[src/rtl/ldu_pkg.sv]
package ldu_pkg;
  // position of the load (memory read) flag inside the control bundle
  localparam int unsigned CTRL_LOAD_BIT = 0;
  // position of the register-write flag inside the control bundle
  localparam int unsigned CTRL_WREN_BIT = 1;

  // which value enters the execute control register
  typedef enum logic {
    PATH_KEEP   = 1'b0,
    PATH_BUBBLE = 1'b1
  } ctrl_path_e;
endpackage

[src/rtl/ldu_hazard_detect.sv]
module ldu_hazard_detect #(
  parameter int unsigned RA_W = 5
) (
  input  logic            clk,
  input  logic            rst_n,
  input  logic            ex_is_load,
  input  logic [RA_W-1:0] ex_dst,
  input  logic [RA_W-1:0] id_src_a,
  input  logic [RA_W-1:0] id_src_b,
  output logic            stall
);
  localparam logic [RA_W-1:0] ZERO_REG = '0;

  // true when a pending load destination is one of the decode operands
  function automatic logic reads_pending_load(
    input logic            is_load,
    input logic [RA_W-1:0] dst,
    input logic [RA_W-1:0] a,
    input logic [RA_W-1:0] b
  );
    logic dst_live;
    logic hit_a;
    logic hit_b;
    dst_live = (dst != ZERO_REG);
    hit_a    = (dst == a);
    hit_b    = (dst == b);
    return is_load && dst_live && (hit_a || hit_b);
  endfunction

  logic hit_w;
  assign hit_w = reads_pending_load(ex_is_load, ex_dst, id_src_a, id_src_b);
  assign stall = hit_w;

  AST_NO_STALL_ON_R0: assert property (@(posedge clk) disable iff (!rst_n)
    (ex_dst == ZERO_REG) |-> !stall);
  AST_NO_STALL_WITHOUT_LOAD: assert property (@(posedge clk) disable iff (!rst_n)
    !ex_is_load |-> !stall);
endmodule

[src/rtl/ldu_ifid_reg.sv]
module ldu_ifid_reg #(
  parameter int unsigned RA_W   = 5,
  parameter int unsigned CTRL_W = 8
) (
  input  logic              clk,
  input  logic              rst_n,
  input  logic              wr_en,
  input  logic [RA_W-1:0]   in_rs,
  input  logic [RA_W-1:0]   in_rt,
  input  logic [RA_W-1:0]   in_rd,
  input  logic [CTRL_W-1:0] in_ctrl,
  output logic [RA_W-1:0]   q_rs,
  output logic [RA_W-1:0]   q_rt,
  output logic [RA_W-1:0]   q_rd,
  output logic [CTRL_W-1:0] q_ctrl
);
  always_ff @(posedge clk or negedge rst_n) begin
    if (!rst_n) begin
      q_rs   <= '0;
      q_rt   <= '0;
      q_rd   <= '0;
      q_ctrl <= '0;
    end else if (wr_en) begin
      q_rs   <= in_rs;
      q_rt   <= in_rt;
      q_rd   <= in_rd;
      q_ctrl <= in_ctrl;
    end
  end

  AST_DECODE_HELD: assert property (@(posedge clk) disable iff (!rst_n)
    !wr_en |=> (q_rs == $past(q_rs)) && (q_rt == $past(q_rt))
               && (q_rd == $past(q_rd)) && (q_ctrl == $past(q_ctrl)));
endmodule

[src/rtl/ldu_idex_reg.sv]
module ldu_idex_reg
  import ldu_pkg::*;
#(
  parameter int unsigned RA_W   = 5,
  parameter int unsigned CTRL_W = 8
) (
  input  logic              clk,
  input  logic              rst_n,
  input  logic              zero_sel,
  input  logic [RA_W-1:0]   id_rs,
  input  logic [RA_W-1:0]   id_rt,
  input  logic [RA_W-1:0]   id_rd,
  input  logic [CTRL_W-1:0] id_ctrl,
  output logic [RA_W-1:0]   ex_rs,
  output logic [RA_W-1:0]   ex_rt,
  output logic [RA_W-1:0]   ex_rd,
  output logic [CTRL_W-1:0] ex_ctrl
);
  ctrl_path_e        path;
  logic [CTRL_W-1:0] ctrl_next;

  assign path = zero_sel ? PATH_BUBBLE : PATH_KEEP;

  // one gate per control bit: a bubble carries a bundle that writes nothing
  for (genvar b = 0; b < CTRL_W; b++) begin : g_ctrl_gate
    assign ctrl_next[b] = (path == PATH_KEEP) & id_ctrl[b];
  end

  always_ff @(posedge clk or negedge rst_n) begin
    if (!rst_n) begin
      ex_rs   <= '0;
      ex_rt   <= '0;
      ex_rd   <= '0;
      ex_ctrl <= '0;
    end else begin
      ex_rs   <= id_rs;
      ex_rt   <= id_rt;
      ex_rd   <= id_rd;
      ex_ctrl <= ctrl_next;
    end
  end

  AST_BUBBLE_IS_ZERO: assert property (@(posedge clk) disable iff (!rst_n)
    zero_sel |=> (ex_ctrl == '0));
  AST_CTRL_PASSES: assert property (@(posedge clk) disable iff (!rst_n)
    !zero_sel |=> (ex_ctrl == $past(id_ctrl)) && (ex_rt == $past(id_rt)));
endmodule

[src/rtl/ldu_stall_unit.sv]
module ldu_stall_unit
  import ldu_pkg::*;
#(
  parameter int unsigned RA_W    = 5,
  parameter int unsigned CTRL_W  = 8,
  parameter int unsigned PC_W    = 32,
  parameter int unsigned PC_STEP = 4
) (
  input  logic              clk,
  input  logic              rst_n,
  input  logic [RA_W-1:0]   if_rs,
  input  logic [RA_W-1:0]   if_rt,
  input  logic [RA_W-1:0]   if_rd,
  input  logic [CTRL_W-1:0] if_ctrl,
  output logic [PC_W-1:0]   pc_q,
  output logic              pc_write,
  output logic              ifid_write,
  output logic              ctrl_zero_sel,
  output logic [CTRL_W-1:0] ex_ctrl,
  output logic [RA_W-1:0]   ex_rs,
  output logic [RA_W-1:0]   ex_rt,
  output logic [RA_W-1:0]   ex_rd
);
  localparam logic [PC_W-1:0] PC_INC = PC_W'(PC_STEP);

  function automatic logic [PC_W-1:0] pc_advance(input logic [PC_W-1:0] pc);
    return pc + PC_INC;
  endfunction

  // named internal events
  logic              stall_w;
  logic              ex_load_w;
  logic [RA_W-1:0]   id_rs_w;
  logic [RA_W-1:0]   id_rt_w;
  logic [RA_W-1:0]   id_rd_w;
  logic [CTRL_W-1:0] id_ctrl_w;

  assign ex_load_w = ex_ctrl[CTRL_LOAD_BIT];

  ldu_hazard_detect #(.RA_W(RA_W)) u_detect (
    .clk        (clk),
    .rst_n      (rst_n),
    .ex_is_load (ex_load_w),
    .ex_dst     (ex_rt),
    .id_src_a   (id_rs_w),
    .id_src_b   (id_rt_w),
    .stall      (stall_w)
  );

  assign pc_write      = ~stall_w;
  assign ifid_write    = ~stall_w;
  assign ctrl_zero_sel = stall_w;

  always_ff @(posedge clk or negedge rst_n) begin
    if (!rst_n) begin
      pc_q <= '0;
    end else if (pc_write) begin
      pc_q <= pc_advance(pc_q);
    end
  end

  ldu_ifid_reg #(.RA_W(RA_W), .CTRL_W(CTRL_W)) u_ifid (
    .clk     (clk),
    .rst_n   (rst_n),
    .wr_en   (ifid_write),
    .in_rs   (if_rs),
    .in_rt   (if_rt),
    .in_rd   (if_rd),
    .in_ctrl (if_ctrl),
    .q_rs    (id_rs_w),
    .q_rt    (id_rt_w),
    .q_rd    (id_rd_w),
    .q_ctrl  (id_ctrl_w)
  );

  ldu_idex_reg #(.RA_W(RA_W), .CTRL_W(CTRL_W)) u_idex (
    .clk      (clk),
    .rst_n    (rst_n),
    .zero_sel (ctrl_zero_sel),
    .id_rs    (id_rs_w),
    .id_rt    (id_rt_w),
    .id_rd    (id_rd_w),
    .id_ctrl  (id_ctrl_w),
    .ex_rs    (ex_rs),
    .ex_rt    (ex_rt),
    .ex_rd    (ex_rd),
    .ex_ctrl  (ex_ctrl)
  );

  AST_SINGLE_BUBBLE: assert property (@(posedge clk) disable iff (!rst_n)
    stall_w |=> !stall_w);
  AST_PC_FROZEN: assert property (@(posedge clk) disable iff (!rst_n)
    !pc_write |=> (pc_q == $past(pc_q)));
  AST_PC_STEPS: assert property (@(posedge clk) disable iff (!rst_n)
    pc_write |=> (pc_q == $past(pc_q) + PC_INC));
endmodule

[config.mk]
export PLATFORM = sky130hd
export DESIGN_NAME = ldu_stall_unit
export DESIGN_NICKNAME = d
export VERILOG_FILES = /design/src/rtl/ldu_pkg.sv /design/src/rtl/ldu_hazard_detect.sv /design/src/rtl/ldu_ifid_reg.sv /design/src/rtl/ldu_idex_reg.sv /design/src/rtl/ldu_stall_unit.sv
export SDC_FILE = /design/constraint.sdc
export NUM_CORES = 1
export LEC_CHECK = 0
export ABC_AREA = 1
export BUFFER_PORTS_ARGS = -buffer_cell sky130_fd_sc_hd__buf_4
export CORE_MARGIN = 10
export CORE_UTILIZATION = 53
export DETAILED_ROUTE_END_ITERATION = 6
export PLACE_DENSITY_LB_ADDON = 0.1
export SLEW_MARGIN = 15
export SYNTH_ARGS = -nofsm -noshare
export SYNTH_HDL_FRONTEND = slang
export SYNTH_HIERARCHICAL = 1
export SYNTH_SLANG_ARGS = --single-unit
[constraint.sdc]
create_clock -name clk -period 2.1 [get_ports clk]
set_clock_uncertainty 0.05 [all_clocks]
set_input_delay 0 -clock clk [delete_from_list [all_inputs] [get_ports clk]]
set_output_delay 0 -clock clk [all_outputs]
set_load 0.1 [all_outputs]
==> results of run 1 <==
## power breakdown
part           switching (uW)  internal [uW]
Combinational            1360            401
Sequential                170           1650
Clock                     588            569
Total                    2120           2620
## kinds of logic after synthesis
family,Yosys count
fa+ha+maj,1
xor+xnor,19
buf+inv,55
flops,76
simple gates,235
compound gates,2
other cells,1
## state kept, by name, summed over array words and instances (netlist names)
register        flops
u_idex/ex_rt        5
u_ifid/q_rs         5
u_ifid/q_rt         5
u_idex/ex_rd        5
pc_q               30
u_ifid/q_ctrl       8
u_ifid/q_rd         5
u_idex/ex_rs        5
u_idex/ex_ctrl      8
## worst max-delay path, stage by stage, from the launching register on
cell and delay, ns:
dfrtp_4 0.52, nand2_1 0.08, nand2_1 0.05, nor2_1 0.12
nand3_1 0.13, a21oi_4 0.22, buf_4 0.25, buf_8 0.22
## worst max-delay path by stage
stage | startpoint | end | slack [ns] | cells past startpoint
after CTS | u_idex/ex_rt[2] | ifid_write | 0.04 | 7
after detailed placement | u_idex/ex_rt[2] | pc_q[23] | 0.10 | 12
after floorplan | u_idex/ex_rt[0] | pc_q[15] | -0.60 | 10
after global routing | u_idex/ex_rt[2] | ctrl_zero_sel | -0.001 | 7
after global placement | u_idex/ex_rt[2] | pc_q[23] | 0.15 | 12
final | u_idex/ex_rt[4] | ctrl_zero_sel | 0.11 | 7
## synth_stat cells, types with 2 or more instances
| cell | count |
|---|---|
| nand2_2 | 2 |
| nand2_1 | 153 |
| nand3_2 | 2 |
| xor2_1 | 8 |
| nor2_4 | 8 |
| clkinv_1 | 2 |
| nor2_2 | 2 |
| nor3_1 | 6 |
| buf_6 | 3 |
| nand3_1 | 16 |
| inv_1 | 37 |
| xnor2_1 | 11 |
| nor2_1 | 31 |
| inv_2 | 7 |
| nand4_1 | 4 |
| dfrtp_1 | 76 |
| nand3b_1 | 7 |
| buf_4 | 5 |
## metal layers
metal | vias up | global-route usage
met5 | - | 0
met4 | 0 | 0.0674
met3 | 11 | 0.0563
met2 | 80 | 0.252
met1 | 1322 | 0.205
li1 | 1404 | -
## what timing repair did
| action | in CTS | in global routing |
|---|---|---|
| setup endpoints to repair | 3 | 16 |
| gates resized for setup | 4 | 4 |
| setup buffers | 0 | 0 |
| pin swaps | 0 | 1 |
| hold buffers | 24 | 0 |
| hold endpoints to repair | 72 | 0 |
## stage by stage
| stage | cell area, um2 | util | instances |
|---|---|---|---|
| global placement | 4110 | 0.650 | 543 |
| finish | 4580 | 0.725 | 583 |
| detailed placement | 4110 | 0.650 | 543 |
| CTS | 4570 | 0.724 | 583 |
| floorplan | 3450 | - | 390 |
| global route | 4580 | 0.725 | 583 |
## cell usage in the layout, fill, tap and decap left out, types with 8 or more instances in the layout
cell type | Yosys | routed
inv_2 | 7 | 8
xor2_1 | 8 | 8
nor2_4 | 8 | 8
nand2_1 | 153 | 153
dlygate4sd3_1 | 0 | 24
dfrtp_1 | 76 | 70
clkbuf_8 | 0 | 9
nand3_1 | 16 | 16
inv_1 | 37 | 36
nor2_1 | 31 | 31
buf_4 | 5 | 80
xnor2_1 | 11 | 11
## area by class of cell
class / instances / area, um2 / share of cell area
Clock buffer: 9 / 124 / 0.0270
Clock inverter: 7 / 83.8 / 0.0183
Inverter: 47 / 184 / 0.0402
Multi-Input combinational cell: 259 / 1270 / 0.278
Sequential cell: 76 / 1920 / 0.420
Tap cell: 77 / 96.3 / 0.0210
Timing Repair Buffer: 108 / 897 / 0.196
==> impl_metrics.ini, run 1 <==
[synthesis]
synthArstFlopShare = 1.00
ys_seq_area_frac = 0.557
syn_inst = 389
synth_top_flop_cell = dfrtp_1
yosysWarnings = 6
synth_seq_cells = 76
avgSynthCellArea_um2 = 8.77
synth_enable_flop_cells = 0
netlist_area_mm2 = 0.00341
synth_top_family_by_area = simple AND/OR/NAND/NOR gates
synth_area_leaders = dfrtp_1, nand2_1, inv_1
muxShareOfSynthArea = 0
synth_area_leader_cell = dfrtp_1
synthDistinctLibCells = 27
synth_compound_area_frac = 0.00403
synth-xor-area-share = 0.0488
synthSimpleGateAreaFrac = 0.312
synth_adder_area_share = 0.00367
synth_top_area_share = 0.557

[detailed_routing]
dr.pass1.iters = 4
first_iter_violations = 113
routedWlPerCell_um = 14.1
drtAntennaViolNets = 0
post_drt_via_cell_ratio = 4.83
wl_met1_mm = 3.55
routed_wl_mm = 8.20
highest_layer = met4
vias = 2817
met2_length_mm = 3.87
met3_length_um = 651
drt_drc_violations_left = 0

[layout]
fillerInstances = 515
drive_above_1_share = 0.265
antenna_cells = 0
areaGrowthSynthToFinish_pct = 34.2
layout.nets = 527

[grt]
gr-total-overflow = 0
grt_pass1_vias = 2812
grt_max_degree = 52
antenna_found_initial = 0
grtUsageTotal = 0.164
grt_pass1_wl_mm = 13.4

[power_and_ir_drop]
fin_total_pwr_uw = 4740
p_per_area_mw_per_mm2 = 1040
power.leakage_uw = 0.00235
peakVddDrop_v = 0.00148

[run_status]
status = completed

[sta]
worst_slew_pin_slew_ns = 0.622
hold_slack_ns = 0.156
setup_viol = 0
hold_viol_final = 0
slew-limit-headroom = 0.586
layout_min_cycle_time_ns = 1.99
max_freq_mhz = 502
setup_ws_ns = 0.109
fin_crit_sh = 0.948
setup_tns_ns = 0
maxSlewViolCount = 0

[clock_tree]
cts_buffers = 9
cts_tree = done
insertion_delay_ns = 0.35
cts_sinks = 76
cts_root_buffer = clkbuf_8
cts-htree-levels = 3
clockBufferDepth = 2
clk_pin_slew_worst_paths_ns = 0.09

[setup_path]
cp-start-kind = register
timing.rr.end = pc_q[23]
reg2regPathDepth = 12
path_class = register to output port
cp_data_required_time_ns = 2.05
arrival_ns = 1.94
critPathMaxFanout = 11
cp-end-kind = output port
reg2reg_from = u_idex/ex_rt[2]
worst-r2r-setup-slack_ns = 0.17

[floorplanning]
initial_core_util = 0.541
die_y_um = 100
die_x_um = 100
num_io_pins = 83
fp-row-count = 29
dieArea_mm2 = 0.0101
core_mm2 = 0.00631

[job]
maxCapViolCount = 0

[placed_design]
pre_cts_ws_ns = 0.104
io_buffer_count = 80
gp_congestion = 0.869
hpwl_mm = 5.91

[worst_hold_path]
hold_class = primary input to asynchronous set/reset pin
Power figures use the tool's default switching activity.
==> run 2: changes to the inputs <==
- GPL_TIMING_DRIVEN: not set -> 0
==> run 2 against run 1 <==
Net effect: combinational power up 3%; power fell by 1.3%; first-iteration DRC count fell by 16%; global-route usage about the same; cell count up 2.2%; count of clock-buffer cells in the layout grew 3; register-to-register slack lost 0.11 ns; via count stayed put; non-clock buffer count rose by 13; sequential power about the same; critical path type is now register to register; critical endpoint is now pc_q[19].
==> impl_metrics.ini, run 2 (same netlist as run 1, synthesis figures left out) <==
[placed_design]
dp_cells = 547
pre_cts_ws_ns = -0.0678
gp_congestion = 0.833
placed_area_mm2 = 0.00415
hpwl_mm = 5.69
io_buffer_count = 80

[floorplanning]
die_y_um = 100
initial_core_util = 0.541
num_io_pins = 83
dieArea_mm2 = 0.0101
fp-row-count = 29
core_mm2 = 0.00631
die_x_um = 100

[detailed_routing]
post_drt_via_cell_ratio = 4.73
first_iter_violations = 95
drtAntennaViolNets = 0
routed_wl_mm = 7.93
routedWlPerCell_um = 13.3
vias = 2817
dr.pass1.iters = 4
drt_drc_violations_left = 0

[layout]
final_area_mm2 = 0.00467
antenna_cells = 0
top_register = pc_q
stdcell_count = 596
drive_above_1_share = 0.287
largest_reg_flops = 30
final_common_cell = nand2_1
areaGrowthSynthToFinish_pct = 36.7
final_cell_mix = nand2_1, buf_4, dfrtp_1
layout.nets = 540
top_regs = pc_q x30, u_idex/ex_ctrl x8, u_ifid/q_ctrl x8

[sta]
hold_viol_final = 0
fin_crit_sh = 0.973
rsz0062_at_grt = true
slew-limit-headroom = 0.367
maxSlewViolCount = 0
setup_ws_ns = 0.0560
worst_slew_pin_slew_ns = 0.949
layout_min_cycle_time_ns = 2.04
max_freq_mhz = 489
setup_viol = 0
hold_slack_ns = 0.294
setup_tns_ns = 0

[grt]
antenna_found_initial = 0
gr-total-overflow = 0
grt_pass1_vias = 2853
grt_max_degree = 77
grt_pass1_wl_mm = 13.4
grtUsageTotal = 0.164

[power_and_ir_drop]
switching_share = 0.442
pwr-share-clk = 0.221
seq_power_share = 0.391
intPower_uw = 2610
p_sw_uw = 2070
power.leakage_uw = 0.00241
p_per_area_mw_per_mm2 = 1000
peakVddDrop_v = 0.00163
combPwrFrac = 0.388

[setup_path]
critPathMaxFanout = 8
cp-start-kind = register
reg2regPathDepth = 12
arrival_ns = 2.23
cp-end-kind = register
cp_data_required_time_ns = 2.28
path_class = register to register

[worst_hold_path]
hold_class = primary input to asynchronous set/reset pin

[clock_tree]
insertion_delay_ns = 0.34
cts_sinks = 76
clk_pin_slew_worst_paths_ns = 0.08
cts-htree-levels = 3
clockBufferDepth = 2
cts_root_buffer = clkbuf_8
cts_tree = done
cts_buffers = 9

[job]
maxCapViolCount = 0

[run_status]
status = completed
run 2: changes by cell type in the layout (fill, tap and decap cells not counted), moves of 2 or more:
cell / change
inv_2: -2
buf_8: -3
buf_6: +3
buf_4: +13
inv_6: -2
clkinv_4: -2
inv_4: +2
clkbuf_8: +3
clkinv_2: +3
run 2: path summary, 6_finish.rpt:
path	start	endpoint	slack [ns]
max	u_idex/ex_rt[1]	pc_q[19]	0.06
min	rst_n	u_ifid/q_rs[1]	0.29
max reg2reg	u_idex/ex_rt[1]	pc_q[19]	0.06
min reg2reg	u_ifid/q_rd[0]	u_idex/ex_rd[0]	0.33
max in group asynchronous	rst_n	u_idex/ex_rt[4]	0.99
min in group clk	u_ifid/q_rd[0]	u_idex/ex_rd[0]	0.33
run 2: timing repair:
item,CTS,global route
setup endpoints to repair,8,11
pin swaps,1,7
setup buffers,2,7
resized for setup,1,6
hold buffers,24,0
endpoints found under the hold margin,99,0
run 2: final cells by class:
type | count | area [um2]
well taps | 77 | 96.3
fillers | 478 | 1650
flip-flops and latches | 76 | 1920
clock inverters | 4 | 22.5
clock buffers | 12 | 165
inverters | 47 | 189
repair buffers | 113 | 912
plain buffers | 8 | 71.3
multi-input cells | 259 | 1290
run 2: critical path: stages, from the launching register on:
cell and delay (ns):
dfrtp_4 0.51, inv_4 0.07, nand4_1 0.09, o21ai_1 0.21, a21oi_4 0.08, inv_8 0.10, nand2_8 0.06, nor2_4 0.16
nand3_4 0.15, nor2_4 0.22, nand3_1 0.09, nand2_1 0.09, inv_1 0.04
run 2: through the flow:
step / power [uW] / util
3_5_place_dp: 3590 / 0.657
2_1_floorplan: 3180 / -
6_report: 4680 / 0.739
5_1_grt: 4890 / 0.739
4_1_cts: 4670 / 0.727
3_3_place_gp: 3560 / 0.657
run 2: power by group through the flow:
stage	combinational (uW)	sequential, uW	clock (uW)
2_1_floorplan	432	2750	0
3_3_place_gp	1720	1840	0
3_5_place_dp	1740	1850	0
4_1_cts	1780	1820	1060
5_1_grt	1910	1860	1120
6_report	1820	1830	1030
run 2: per-layer routing:
layer	GRT usage	share of wire	vias to the layer above
li1	-	-	1423
met2	0.252	0.47	76
met1	0.205	0.44	1307
met5	0	0	-
met4	0.0685	0.015	0
met3	0.0577	0.080	11
==> run 3: changes to the inputs <==
- REMOVE_ABC_BUFFERS: not set -> 1
==> run 3 against run 2 <==
Net effect: sequential power is essentially flat; cell count shrank 1.3%; worst setup slack gained 0.060 ns; critical path type is now register to output port; critical path depth shrank 3; design area shrank 1.6%; non-clock buffer count shrank 9; largest power group unchanged; die area is the same; sequential cell count is the same; power grew 0.93%; global-route usage grew 0.21 points; first-iteration DRC count is the same.
==> impl_metrics.ini, run 3 (same netlist as run 1, synthesis figures left out) <==
[detailed_routing]
routedWlPerCell_um = 14.0
drt_drc_violations_left = 0
routed_wl_mm = 8.25
vias = 2837
drtAntennaViolNets = 0
post_drt_via_cell_ratio = 4.82
first_iter_violations = 95
dr.pass1.iters = 4

[layout]
largest_reg_flops = 30
top_regs = pc_q x30, u_idex/ex_ctrl x8, u_ifid/q_ctrl x8
fillerInstances = 479
antenna_cells = 0
drive_above_1_share = 0.262
final_cell_mix = nand2_1, buf_4, dfrtp_1
stdcell_count = 588
fin_util = 0.728
top_register = pc_q
final_common_cell = nand2_1
areaGrowthSynthToFinish_pct = 34.6
layout.nets = 532

[setup_path]
cp-start-kind = register
arrival_ns = 1.93
cp_num_buf_inv = 4
cp_slowest_cell = dfrtp_1
worstPathCellList = inv_1, nand2_1, nand2_1, nor2_1, nand3_1, a21oi_4, clkinv_8, buf_12, buf_4
path_class = register to output port
slowest_delay_ns = 0.40
cp_data_required_time_ns = 2.05
reg2reg_from = u_idex/ex_rt[1]
critPathMaxFanout = 7
crit_path_frequent_cell = nand2_1
reg2regPathDepth = 12
worst-r2r-setup-slack_ns = 0.15
cp-end-kind = output port
critPathTopFamily = buffers and inverters
timing.rr.end = pc_q[23]

[clock_tree]
cts_sinks = 76
cts_tree = done
insertion_delay_ns = 0.34
cts-htree-levels = 3
cts_root_buffer = clkbuf_8
clockBufferDepth = 2
clk_pin_slew_worst_paths_ns = 0.08
cts_buffers = 9

[run_status]
status = completed

[floorplanning]
die_x_um = 100
num_io_pins = 83
initial_core_util = 0.541
core_mm2 = 0.00631
fp-row-count = 29
die_y_um = 100
dieArea_mm2 = 0.0101

[power_and_ir_drop]
peakVddDrop_v = 0.00142
power.leakage_uw = 0.00238
p_per_area_mw_per_mm2 = 1030

[worst_hold_path]
hold_class = primary input to asynchronous set/reset pin

[grt]
antenna_found_initial = 0
grtUsageTotal = 0.166
grt_max_degree = 77
grt_pass1_vias = 2868
gr-total-overflow = 0
grt_pass1_wl_mm = 13.6

[sta]
slew-limit-headroom = 0.380
worst_slew_pin_slew_ns = 0.930
setup_tns_ns = 0
setup_viol = 0
hold_viol_final = 0
setup_ws_ns = 0.116
rsz0062_at_grt = true
layout_min_cycle_time_ns = 1.98
max_freq_mhz = 504
fin_crit_sh = 0.945
hold_slack_ns = 0.281
maxSlewViolCount = 0

[placed_design]
io_buffer_count = 80
hpwl_mm = 5.45
gp_congestion = 0.907
pre_cts_ws_ns = -0.466
dp_cells = 539

[job]
maxCapViolCount = 0
run 3: changes by cell type in the layout (fill, tap and decap cells not counted), moves of 2 or more:
cell	change
buf_4	-7
dfrtp_1	+5
dfrtp_4	-5
buf_6	-3
clkbuf_8	-2
clkinv_2	-2
inv_4	-2
inv_6	+2
run 3: per-layer routing:
metal | vias up | global-route usage | part of all wire
li1 | 1406 | - | -
met1 | 1357 | 0.208 | 0.43
met4 | 0 | 0.0533 | 0.0070
met3 | 5 | 0.0543 | 0.075
met5 | - | 0 | 0
met2 | 69 | 0.264 | 0.49
run 3: repair_timing:
item	4_1_cts	5_1_grt
endpoints found under the hold margin	99	0
gates cloned	0	1
pin swaps	1	1
endpoints found under the setup margin	54	10
hold buffers	24	0
gates resized for setup	5	4
buffers inserted	2	6
run 3: worst max path at each step:
stage                                from          to  cells past startpoint
after floorplan           u_idex/ex_rt[1]    pc_q[30]                     13
after global placement    u_idex/ex_rt[0]    pc_q[19]                     13
after detailed placement  u_idex/ex_rt[0]    pc_q[23]                     13
after CTS                 u_idex/ex_rt[2]    pc_q[23]                     12
after global routing      u_idex/ex_rt[1]    pc_write                      9
final                     u_idex/ex_rt[1]  ifid_write                      9
run 3: final cells by class:
| class | instances | area, um2 | share of cell area |
|---|---|---|---|
| clock buffers | 11 | 141 | 0.0308 |
| clock inverters | 5 | 60.1 | 0.0131 |
| inverters | 47 | 189 | 0.0411 |
| multi-input cells | 259 | 1280 | 0.278 |
| flip-flops and latches | 76 | 1900 | 0.414 |
| well taps | 77 | 96.3 | 0.0210 |
| repair buffers | 112 | 917 | 0.200 |
| repair inverters | 1 | 8.76 | 0.00191 |
run 3: power breakdown:
part | total, uW | switching, uW | internal (uW) | leakage, uW
logic | 1780 | 1370 | 410 | 0.00134
registers | 1800 | 161 | 1640 | 0.000944
clock network | 1140 | 556 | 587 | 0.0000999
run 3: stage by stage:
step / power [uW] / instance area, um2
finish: 4720 / 4590
global route: 4920 / 4590
CTS: 4730 / 4510
detailed placement: 3550 / 4040
global placement: 3520 / 4040
floorplan: 3150 / 3350
